--- src/rtl/dotmod_pkg.sv ---
package dotmod_pkg;

  typedef logic [1:0] bright_t;
  typedef logic [1:0] quarter_t;

  // number of lit quarters for a brightness code
  function automatic logic [2:0] lit_quarters(input bright_t code);
    return 3'd4 - {1'b0, code};
  endfunction

  // whether quarter q of a slot carries anode drive for the given code
  function automatic logic quarter_on(input quarter_t q, input bright_t code);
    return {1'b0, q} < lit_quarters(code);
  endfunction

  // safe counter width for a modulus of n (at least 1 bit)
  function automatic int cnt_width(input int n);
    return (n > 1) ? $clog2(n) : 1;
  endfunction

endpackage

--- src/rtl/dotmod_slot_timer.sv ---
module dotmod_slot_timer
  import dotmod_pkg::*;
#(
  parameter int SUB_LEN = 1000
) (
  input  logic     clk,
  input  logic     rst_n,
  output quarter_t quarter,
  output logic     slot_first,
  output logic     slot_last
);
  localparam int SUB_W = cnt_width(SUB_LEN);
  localparam logic [SUB_W-1:0] SUB_MAX = SUB_W'(SUB_LEN - 1);

  logic [SUB_W-1:0] sub_cnt;
  logic             sub_wrap;

  assign sub_wrap = (sub_cnt == SUB_MAX);

  always_ff @(posedge clk or negedge rst_n) begin
    if (!rst_n) begin
      sub_cnt <= '0;
      quarter <= '0;
    end else begin
      if (sub_wrap) begin
        sub_cnt <= '0;
        quarter <= quarter + 2'd1;
      end else begin
        sub_cnt <= sub_cnt + 1'b1;
      end
    end
  end

  assign slot_first = (sub_cnt == '0) && (quarter == 2'd0);
  assign slot_last  = sub_wrap && (quarter == 2'd3);

endmodule

--- src/rtl/dotmod_pwm_gate.sv ---
module dotmod_pwm_gate
  import dotmod_pkg::*;
(
  input  logic     clk,
  input  logic     rst_n,
  input  bright_t  bright_code,
  input  logic     slot_last,
  input  quarter_t quarter,
  output logic     pulse_en
);
  bright_t bright_q;

  // brightness is only taken at a slot boundary so no partial pulses appear
  always_ff @(posedge clk or negedge rst_n) begin
    if (!rst_n) begin
      bright_q <= '0;
    end else if (slot_last) begin
      bright_q <= bright_code;
    end
  end

  assign pulse_en = quarter_on(quarter, bright_q);

endmodule

--- src/rtl/dotmod_blink_div.sv ---
module dotmod_blink_div
  import dotmod_pkg::*;
#(
  parameter int BLINK_SLOTS = 6250
) (
  input  logic clk,
  input  logic rst_n,
  input  logic slot_last,
  output logic phase
);
  localparam int BLK_W = cnt_width(BLINK_SLOTS);
  localparam logic [BLK_W-1:0] BLK_MAX = BLK_W'(BLINK_SLOTS - 1);

  logic [BLK_W-1:0] slots;

  always_ff @(posedge clk or negedge rst_n) begin
    if (!rst_n) begin
      slots <= '0;
      phase <= 1'b0;
    end else if (slot_last) begin
      if (slots == BLK_MAX) begin
        slots <= '0;
        phase <= ~phase;
      end else begin
        slots <= slots + 1'b1;
      end
    end
  end

endmodule

--- src/rtl/dotmod_cell_shaper.sv ---
module dotmod_cell_shaper #(
  parameter int COLS = 5,
  parameter int ROWS = 8
) (
  input  logic [COLS*ROWS-1:0] raw,
  input  logic                 drive,
  input  logic                 cursor_on,
  input  logic                 blink_on,
  input  logic                 blink_phase,
  input  logic                 is_cursor,
  output logic [COLS*ROWS-1:0] lit
);
  localparam int CELL = COLS * ROWS;
  localparam logic [CELL-1:0] UNDERLINE = {COLS{1'b1}} << (COLS * (ROWS - 1));

  logic [CELL-1:0] shaped;

  always_comb begin
    shaped = raw;
    if (is_cursor) begin
      if (blink_on && blink_phase) begin
        shaped = '1;
      end else if (cursor_on) begin
        shaped = raw | UNDERLINE;
      end
    end
  end

  assign lit = drive ? shaped : '0;

endmodule

--- src/rtl/dotmod_top.sv ---
module dotmod_top
  import dotmod_pkg::*;
#(
  parameter int COLS        = 5,
  parameter int ROWS        = 8,
  parameter int LINES       = 2,
  parameter int SUB_LEN     = 1000,
  parameter int BLINK_SLOTS = 6250
) (
  input  logic                         clk,
  input  logic                         rst_n,
  input  logic [LINES*COLS*ROWS-1:0]   dots,
  input  logic [1:0]                   bright_code,
  input  logic                         disp_on,
  input  logic                         two_line,
  input  logic                         cursor_on,
  input  logic                         blink_on,
  input  logic [LINES-1:0]             cur_hit,
  output logic [LINES*COLS*ROWS-1:0]   anode,
  output logic                         slot_tick,
  output logic                         blink_phase
);
  localparam int CELL = COLS * ROWS;

  quarter_t quarter;
  logic     slot_last;
  logic     pulse_en;
  logic     base_drive;

  dotmod_slot_timer #(.SUB_LEN(SUB_LEN)) u_timer (
    .clk        (clk),
    .rst_n      (rst_n),
    .quarter    (quarter),
    .slot_first (slot_tick),
    .slot_last  (slot_last)
  );

  dotmod_pwm_gate u_pwm (
    .clk         (clk),
    .rst_n       (rst_n),
    .bright_code (bright_code),
    .slot_last   (slot_last),
    .quarter     (quarter),
    .pulse_en    (pulse_en)
  );

  dotmod_blink_div #(.BLINK_SLOTS(BLINK_SLOTS)) u_blink (
    .clk       (clk),
    .rst_n     (rst_n),
    .slot_last (slot_last),
    .phase     (blink_phase)
  );

  assign base_drive = rst_n && disp_on && pulse_en;

  for (genvar k = 0; k < LINES; k++) begin : g_cell
    logic line_en;
    if (k == 0) begin : g_first
      assign line_en = 1'b1;
    end else begin : g_rest
      assign line_en = two_line;
    end

    dotmod_cell_shaper #(.COLS(COLS), .ROWS(ROWS)) u_shape (
      .raw         (dots[k*CELL +: CELL]),
      .drive       (base_drive && line_en),
      .cursor_on   (cursor_on),
      .blink_on    (blink_on),
      .blink_phase (blink_phase),
      .is_cursor   (cur_hit[k]),
      .lit         (anode[k*CELL +: CELL])
    );
  end

endmodule

--- config.mk ---
export PLATFORM = sky130hd
export DESIGN_NAME = dotmod_top
export DESIGN_NICKNAME = d
export VERILOG_FILES = /design/src/rtl/dotmod_pkg.sv /design/src/rtl/dotmod_slot_timer.sv /design/src/rtl/dotmod_pwm_gate.sv /design/src/rtl/dotmod_blink_div.sv /design/src/rtl/dotmod_cell_shaper.sv /design/src/rtl/dotmod_top.sv
export SDC_FILE = /design/constraint.sdc
export NUM_CORES = 1
export LEC_CHECK = 0
export CAP_MARGIN = 25
export CORE_MARGIN = 2
export CORE_UTILIZATION = 34
export CTS_CLUSTER_DIAMETER = 100
export DETAILED_ROUTE_END_ITERATION = 12
export HOLD_SLACK_MARGIN = 0.12
export PLACE_DENSITY_LB_ADDON = 0.1
export SYNTH_ARGS = -nofsm -noshare
export SYNTH_HDL_FRONTEND = slang
export SYNTH_SLANG_ARGS = --single-unit
--- constraint.sdc ---
create_clock -name clk -period 2.9 [get_ports clk]
set_input_delay 0.58 -clock clk [delete_from_list [all_inputs] [get_ports clk]]
set_output_delay 0.58 -clock clk [all_outputs]
set_load 0.1 [all_outputs]
Yosys cells after proc, flatten, opt, wreduce, memory -nomap -nowiden
Index checks and enable logic that the tools add are counted.

word-level totals
  flip-flop bits (word level) = 28
  word-level logic and storage cells = 33
  input port bits = 90
  output and inout port bits = 82

cells by class
  equality and inequality tests = 3
  $lt $le $gt $ge = 1
  bitwise operators = 1
  add/sub/neg operators = 4
  reduce and logical (&&, ||, !) cells = 9
  mux-type cells = 10

operators with widths
  operator                                          count
  2-to-1 mux 40 bit                                 8
  adder 13 x 1 -> 13 bit (second input constant)    1
  == test 13 bit (second input constant)            1
  2-to-1 mux 13 bit                                 1
  adder 10 x 1 -> 10 bit (second input constant)    1
  == test 10 bit (second input constant)            1
  logical NOT 10 bit                                1
  2-to-1 mux 10 bit                                 1
  logical AND 1 bit                                 6
  less-than comparator 2 x 3 -> 1 bit               1
  subtractor 3 x 2 -> 3 bit (first input constant)  1
  adder 2 x 1 -> 2 bit (second input constant)      1
  == test 2 bit (second input constant)             1
  logical NOT 2 bit                                 1
  AND reduction 2 bit                               1
  inverter 1 bit                                    1

Logic depth before layout (Yosys ltp)
Gate-level depths: netlist of the first run.

  depth after elaboration = 5
  gate-level depth with buffers = 8
  depth with buffers taken out = 7

Modules after synthesis
Synthesis of the first run repeated with hierarchy kept, for this count alone.

unflattened totals
  cell total of the unflattened synthesis = 341
  area, all modules = 2382.3 sq um

by module, submodules not included
  module              area each (sq um)  cells an instance  times used  seq. area each (sq um)
  dotmod_cell_shaper  417.9              95                 2           0.0
  dotmod_blink_div    723.2              68                 1           350.3
  dotmod_slot_timer   685.7              67                 1           300.3
  dotmod_pwm_gate     121.4              14                 1           50.0
  dotmod_top          16.3               2                  1           0.0

Least setup slack after synthesis of the first run
Ideal clock, no wire load.

  path type = register -> output
  start point = reg u_blink.phase
  end point = out anode[25]
  arrival = 2504 ps
  data required time = 2320 ps
  path buffers = 2
  cell stages (with the launch flop) = 5
  path slack = -184 ps
  cells stage by stage = dfrtp_1 -> and3_1 -> clkbuf_1 -> buf_1 -> o21a_1

on the way
  word-level cells in the longest chain between the ends = 4

ends and longest elaborated chain
  element                 RTL line                  source
  from (decl)             dotmod_blink_div.sv:9     output logic phase
  from (signal assigned)  dotmod_blink_div.sv:23    phase <= ~phase;
  logical AND 1 bit       dotmod_cell_shaper.sv:21  if (blink_on && blink_phase) begin
  2-to-1 mux 40 bit       dotmod_cell_shaper.sv:21
  2-to-1 mux 40 bit       dotmod_cell_shaper.sv:20  if (is_cursor) begin
  2-to-1 mux 40 bit       dotmod_cell_shaper.sv:29  assign lit = drive ? shaped : '0;
  to (decl)               dotmod_top.sv:19          output logic [LINES*COLS*ROWS-1:0] anode,

No other way between the ends.

Worst setup path after layout of the first run
  start point = reg u_pwm.bright_q[0]
  end point = out anode[42]

on the way
  word-level cells in the longest chain between the ends = 5

ends and longest elaborated chain
  element                              RTL line                  source
  from (decl)                          dotmod_pwm_gate.sv:11     bright_t bright_q;
  from (signal assigned)               dotmod_pwm_gate.sv:18     bright_q <= bright_code;
  subtractor 3 x 2 -> 3 bit            dotmod_pkg.sv:8           return 3'd4 - {1'b0, code};
  less-than comparator 2 x 3 -> 1 bit  dotmod_pkg.sv:13          return {1'b0, q} < lit_quarters(code);
  logical AND 1 bit                    dotmod_top.sv:54          assign base_drive = rst_n && disp_on && pulse_en;
  logical AND 1 bit                    dotmod_top.sv:66          .drive (base_drive && line_en),
  2-to-1 mux 40 bit                    dotmod_cell_shaper.sv:29

No other way between the ends.

==> flow_metrics.py, run 1 <==
metrics = {
    "critical_path": {
        "start_kind": "flop",
        "crit_family": "buffers and inverters",
        "crit_chain": "inv_1 -> ha_1 -> inv_2 -> ha_4 -> a21oi_4 -> o2111a_2 -> buf_12 -> clkbuf_16 -> o21a_1 -> buf_12",
        "end_kind": "primary output",
        "crit_slowest_cell": "dfrtp_1",
        "worstSetupPathType": "reg -> out",
        "worstPathRequired_ns": 2.32,
        "critPathArrivalTime_ns": 2.32,
        "cpPeakStageDelay_ns": 0.38,
        "crit_fanout": 6,
        "crit_top_cell": "buf_12",
        "worst-path-buf-inv": 5,
    },
    "global_routing": {
        "grt_pass1_vias": 2604,
        "antenna_found_initial": 2,
        "track_usage_pct": 27.1,
        "grt_max_degree": 41,
        "grt.met2_usage_pct": 49.7,
        "met3_usage_pct": 9.20,
        "grt_pass1_wl_um": 14700,
        "gr-total-overflow": 0,
        "use_met1_pct": 27.8,
        "gr-max-usage-layer": "met2",
    },
    "place": {
        "place_congestion": 0.867,
        "placed_cell_area_um2": 4890,
        "place_hpwl_um": 7650,
        "portBuffers": 171,
        "dpl.cell_count": 481,
        "dp_worst_setup_slack_ns": 0.285,
    },
    "yosys": {
        "syn_area_um2": 2180,
        "ys_seq_area_share_pct": 32.2,
        "synth.distinct_cells": 37,
        "syn_area_per_cell_um2": 8.89,
        "synth_cells": 245,
        "yosys_warnings": 0,
        "synth-seq-cells": 28,
        "syn_nets": 343,
    },
    "min_path": {
        "hold_path.class": "reg -> reg",
    },
    "sta": {
        "tightest_slew_ns": 0.582,
        "hold_viol": 0,
        "holdWs_ns": 0.471,
        "min_period_ns": 2.90,
        "fin_crit_sh_pct": 99.9,
        "clock_skew_ns": 0.00257,
        "setup_tns_ns": 0,
        "slew_viol_final": 0,
        "finalWorstSetupSlack_ns": 0.00184,
        "slew_headroom_pct": 61.1,
        "finalSetupViolCount": 0,
        "fmax_ghz": 0.345,
        "rsz0062_at_grt": "true",
    },
    "clocking": {
        "cts_root_buffer": "clkbuf_8",
        "worst_skew_pair.late_latency_ns": 0.28,
        "clockBufferDepth": 2,
        "htreeDepth": 1,
        "cts_tree": "yes",
        "cts-buffers-inserted": 3,
        "cts_sinks": 28,
        "clk_pin_slew_ns": 0.10,
    },
    "finish": {
        "layout-drive-gt1-share_pct": 41.4,
        "stdcell_count": 494,
        "utilization_pct": 83.9,
        "mostFrequentLayoutCells": "clkdlybuf4s50_1, buf_12, o21a_2",
        "stdcell_area_um2": 5270,
        "layout_commonest_cell": "clkdlybuf4s50_1",
        "nNetsFinal": 514,
        "syn_to_final_growth_pct": 142,
    },
    "pwr": {
        "p_seq_share_pct": 27.6,
        "switchingPower_uw": 532,
        "p_sw_share_pct": 37.4,
        "power_mw": 1.42,
        "p_leak_nw": 2.16,
        "p_int_uw": 891,
        "vdd_drop_max_v": 0.000319,
        "pwr-share-clk_pct": 22.1,
        "combPwrFrac_pct": 50.3,
        "p_per_area_nw_per_um2": 270,
    },
    "drt": {
        "viasPerCell": 5.42,
        "routed_wl_um": 10700,
        "vias": 2676,
        "ant_nets": 0,
        "drcViolationCount": 0,
        "routedWlPerCell_um": 21.7,
        "dr.pass1.iters": 4,
        "drt_iter0_markers": 142,
    },
    "floorplanning": {
        "io_pins": 172,
        "core_area_um2": 6280,
        "die_w_um": 84.0,
        "start_util_pct": 34.7,
        "rows": 29,
        "die_h_um": 84.0,
        "dieArea_um2": 7060,
    },
    "run": {
        "max_cap_viol_count": 0,
    },
    "outcome": {
        "outcome": "complete, no violations",
    },
}
flip-flops by register name, indices dropped and copies added, names as in the netlist:
register / count
u_pwm.bright_q: 2
u_timer.sub_cnt: 10
u_blink.slots: 13
u_timer.quarter: 2
u_blink.phase: 1
logic make-up (layout without fill, tap and decap cells):
kind of cell             count (synthesis)  count (layout)  share of synthesized area, %
adder cells (fa/ha/maj)                  8               8                          4.60
buffers and inverters                   31             201                          5.46
AND/OR/NAND/NOR                         59              59                          16.7
multiplexers                             5               5                          2.47
XOR/XNOR                                13              13                          5.23
AO/OA/AOI/OAI                          101             101                          33.4
other                                    0               2                             0
flip-flops                              28              28                          32.2
synth_stat cells:
cell	n	area (µm²)
o21a_1	80	601
dfrtp_1	28	701
clkbuf_1	16	60.1
inv_1	12	45.0
xor2_1	11	96.3
nor2_1	9	33.8
o21ai_0	9	45.0
ha_1	8	100
nand3_1	8	40.0
nand2_1	7	26.3
and3_1	6	37.5
a21oi_1	5	25.0
nand4_1	4	25.0
nor3_1	4	20.0
mux2_2	3	33.8
nand2b_1	3	18.8
nor2b_1	3	18.8
a31oi_1	2	12.5
and4b_1	2	20.0
buf_2	2	10.0
mux2i_1	2	20.0
nor4_2	2	25.0
nor4b_1	2	17.5
o31ai_1	2	15.0
or3_1	2	12.5
xnor2_1	2	17.5
a2bb2oi_1	1	8.76
and2_1	1	6.26
and4_1	1	8.76
and4bb_1	1	12.5
buf_1	1	3.75
nor3_4	1	16.3
nor4_1	1	6.26
nor4bb_1	1	10.0
o2111a_1	1	11.3
o211a_1	1	10.0
or4_1	1	7.51
routing by layer:
layer | wire length, µm | up-vias | share of wire [%]
li1 | - | 1225 | -
met1 | 3570 | 1283 | 33
met2 | 5790 | 142 | 54
met3 | 939 | 26 | 8.7
met4 | 430 | 0 | 4.0
met5 | 0 | - | 0
layout make-up:
type	count	area, µm²
Inverter	12	45.0
Timing Repair Buffer	185	2760
Multi-Input combinational cell	186	1590
Clock inverter	1	30.0
Sequential cell	28	701
Fill cell	312	1010
Antenna cell	2	5.00
Tap cell	77	96.3
Clock buffer	3	41.3
power by group through the flow:
stage	Clock [mW]	Sequential, mW	Combinational [mW]
2_1_floorplan	0	0.400	0.347
3_3_place_gp	0	0.400	0.670
3_5_place_dp	0	0.400	0.678
4_1_cts	0.314	0.392	0.686
5_1_grt	0.336	0.393	0.735
6_report	0.315	0.392	0.717
path summary, 6_finish.rpt:
path | from | endpoint | slack [ns] | cells past startpoint
min | u_blink.slots[12] | u_blink.slots[12] | 0.47 | 1
max in group asynchronous | rst_n | u_timer.sub_cnt[1] | 1.95 | 2
max | u_pwm.bright_q[0] | anode[42] | 0.002 | 10
max reg2reg | u_timer.sub_cnt[0] | u_blink.slots[8] | 0.68 | 6
min reg2reg | u_blink.slots[12] | u_blink.slots[12] | 0.47 | 1
min in group asynchronous | rst_n | u_timer.quarter[0] | 0.66 | 2
repair_timing:
item / in CTS / in global routing
setup endpoints to repair: 9 / 41
hold buffers: 0 / 0
gates cloned: 1 / 5
pin swaps: 1 / 1
resized for setup: 4 / 23
setup buffers: 0 / 1
Note: power is estimated with default switching activity, not from simulation.
==> run 2: changes to the inputs <==
==> constraint.sdc (replaced) <==
create_clock -name clk -period 2.9 [get_ports clk]
set_input_delay 0.29 -clock clk [delete_from_list [all_inputs] [get_ports clk]]
set_output_delay 0.29 -clock clk [all_outputs]
set_load 0.1 [all_outputs]
==> run 2 against run 1 <==
  * Die area did not move
  * Global-route usage fell by 1.9 points
  * Cell area fell by 8.3%
  * Via count fell by 5.8%
  * First-iteration DRC count fell by 9.9%
  * Clock-buffer cell count did not move
  * Cell count fell by 2.0%
  * Utilization fell by 7.0 points
  * Flip-flop and latch count did not move
  * Wire length fell by 18%
  * Sequential power barely moved
  * Critical endpoint is now anode[31]
  * Highest routed layer unchanged
==> flow_metrics.py, run 2 (same netlist as run 1, synthesis figures left out) <==
metrics = {
    "sta": {
        "fin_crit_sh_pct": 92.7,
        "rsz0062_at_grt": "false",
        "finalSetupViolCount": 0,
        "slew_headroom_pct": 66.0,
        "hold_viol": 0,
        "slew_viol_final": 0,
        "clock_skew_ns": 0.00802,
        "min_period_ns": 2.69,
        "setup_tns_ns": 0,
        "fmax_ghz": 0.372,
        "tightest_slew_ns": 0.508,
    },
    "finish": {
        "antennaDiodeCount": 0,
        "reg_top3": "u_blink.slots x13, u_timer.sub_cnt x10",
        "syn_to_final_growth_pct": 122,
        "top_register": "u_blink.slots",
        "nFillCells": 422,
        "stdcell_area_um2": 4830,
        "mostFrequentLayoutCells": "clkdlybuf4s50_1, o21a_1, buf_12",
        "seq_area_um2": 701,
        "multi_input_area_um2": 1360,
        "utilization_pct": 76.9,
        "nNetsFinal": 506,
        "layout_commonest_cell": "clkdlybuf4s50_1",
        "stdcell_count": 484,
        "largest_reg_flops": 13,
        "layout-drive-gt1-share_pct": 24.1,
    },
    "critical_path": {
        "critPathArrivalTime_ns": 2.40,
        "crit_fanout": 40,
        "worstSetupPathType": "reg -> out",
        "worstPathRequired_ns": 2.61,
        "start_kind": "flop",
        "end_kind": "primary output",
    },
    "place": {
        "placed_cell_area_um2": 4750,
        "place_hpwl_um": 7290,
        "dpl.cell_count": 480,
        "portBuffers": 171,
        "place_congestion": 0.844,
    },
    "pwr": {
        "p_leak_nw": 2.01,
        "p_sw_share_pct": 37.3,
        "p_seq_share_pct": 28.8,
        "vdd_drop_max_v": 0.000312,
        "combPwrFrac_pct": 48.6,
        "pwr-share-clk_pct": 22.7,
        "power_mw": 1.36,
        "p_per_area_nw_per_um2": 283,
        "switchingPower_uw": 508,
        "p_int_uw": 856,
    },
    "drt": {
        "dr.pass1.iters": 4,
        "drt_iter0_markers": 128,
        "ant_nets": 0,
        "drcViolationCount": 0,
        "vias": 2520,
        "routedWlPerCell_um": 18.3,
        "viasPerCell": 5.21,
        "routed_wl_um": 8860,
    },
    "global_routing": {
        "grt_pass1_wl_um": 14100,
        "gr-total-overflow": 0,
        "grt_pass1_vias": 2698,
        "grt_max_degree": 41,
        "antenna_found_initial": 0,
        "track_usage_pct": 25.2,
    },
    "floorplanning": {
        "rows": 29,
        "die_w_um": 84.0,
        "die_h_um": 84.0,
        "core_area_um2": 6280,
        "io_pins": 172,
        "dieArea_um2": 7060,
        "start_util_pct": 34.7,
    },
    "clocking": {
        "clk_pin_slew_ns": 0.10,
        "clockBufferDepth": 2,
        "worst_skew_pair.late_latency_ns": 0.28,
        "cts_root_buffer": "clkbuf_8",
        "cts_tree": "yes",
        "postCtsSetupBuffers": 0,
        "cts_resized": 0,
        "cts_sinks": 28,
        "cts-buffers-inserted": 3,
        "htreeDepth": 1,
        "holdBufCountCts": 0,
    },
    "outcome": {
        "outcome": "complete, no violations",
    },
    "run": {
        "max_cap_viol_count": 0,
    },
    "min_path": {
        "hold_path.class": "in -> async",
    },
}
==> run 2: changes by cell type in the layout (fill, tap and decap cells not counted), sizes merged <==
cell / previous run / this run
diode: 2 / 0
buf: 93 / 88
clkbuf: 6 / 3
==> run 2: final timing paths <==
path                            slack, ns           endpoint               start  cells after the start
worst min-delay path                 0.48      u_blink.phase               rst_n                      2
worst max-delay path                 0.21          anode[31]   u_pwm.bright_q[0]                      9
max in group asynchronous            2.15  u_blink.slots[11]               rst_n                      2
worst min register to register       0.49  u_blink.slots[12]   u_blink.slots[12]                      1
worst max register to register       0.77   u_blink.slots[6]  u_timer.sub_cnt[0]                      5
min in group clk                     0.49  u_blink.slots[12]   u_blink.slots[12]                      1
==> run 2: through the flow <==
| stage | hold slack [ns] | setup WS (ns) |
|---|---|---|
| after CTS | 0.493 | 0.137 |
| after global placement | 0.455 | 0.524 |
| after global routing | 0.503 | 0.0147 |
| after floorplan | -0.00559 | 0.106 |
| final | 0.481 | 0.211 |
| after detailed placement | 0.480 | 0.441 |
==> run 2: power by group through the flow <==
| stage | registers (mW) | clock network (mW) | logic, mW |
|---|---|---|---|
| 3_3_place_gp | 0.400 | 0 | 0.660 |
| 6_report | 0.392 | 0.309 | 0.663 |
| 2_1_floorplan | 0.400 | 0 | 0.340 |
| 4_1_cts | 0.392 | 0.313 | 0.666 |
| 3_5_place_dp | 0.400 | 0 | 0.664 |
| 5_1_grt | 0.393 | 0.329 | 0.682 |
==> run 2: worst max-delay path, cell delays in order (launching register included) <==
cell and delay (ns):
dfrtp_1 0.37, inv_1 0.05, ha_1 0.26, inv_1 0.04
ha_1 0.27, a21oi_1 0.19, o211a_1 0.16, buf_4 0.35
o21a_1 0.24, buf_12 0.19
==> run 2: cell type report <==
class                      instances  share of cell area (%)
timing repair buffer             177                    52.9
multi-input combinational        186                    28.1
sequential                        28                    14.5
tap                               77                    2.00
inverter                          12                   0.933
clock buffer                       3                   0.855
clock inverter                     1                   0.622
==> run 2: metal layers <==
metal  vias to the layer above  global-route usage, %  share of wire [%]  routed length, µm
met5                         -                      0                  0                  0
met4                         0                   4.55                2.0                180
met3                        14                   7.22                7.6                675
met2                       124                   48.9                 55               4840
met1                      1173                   26.8                 36               3160
li1                       1209                      -                  -                  -
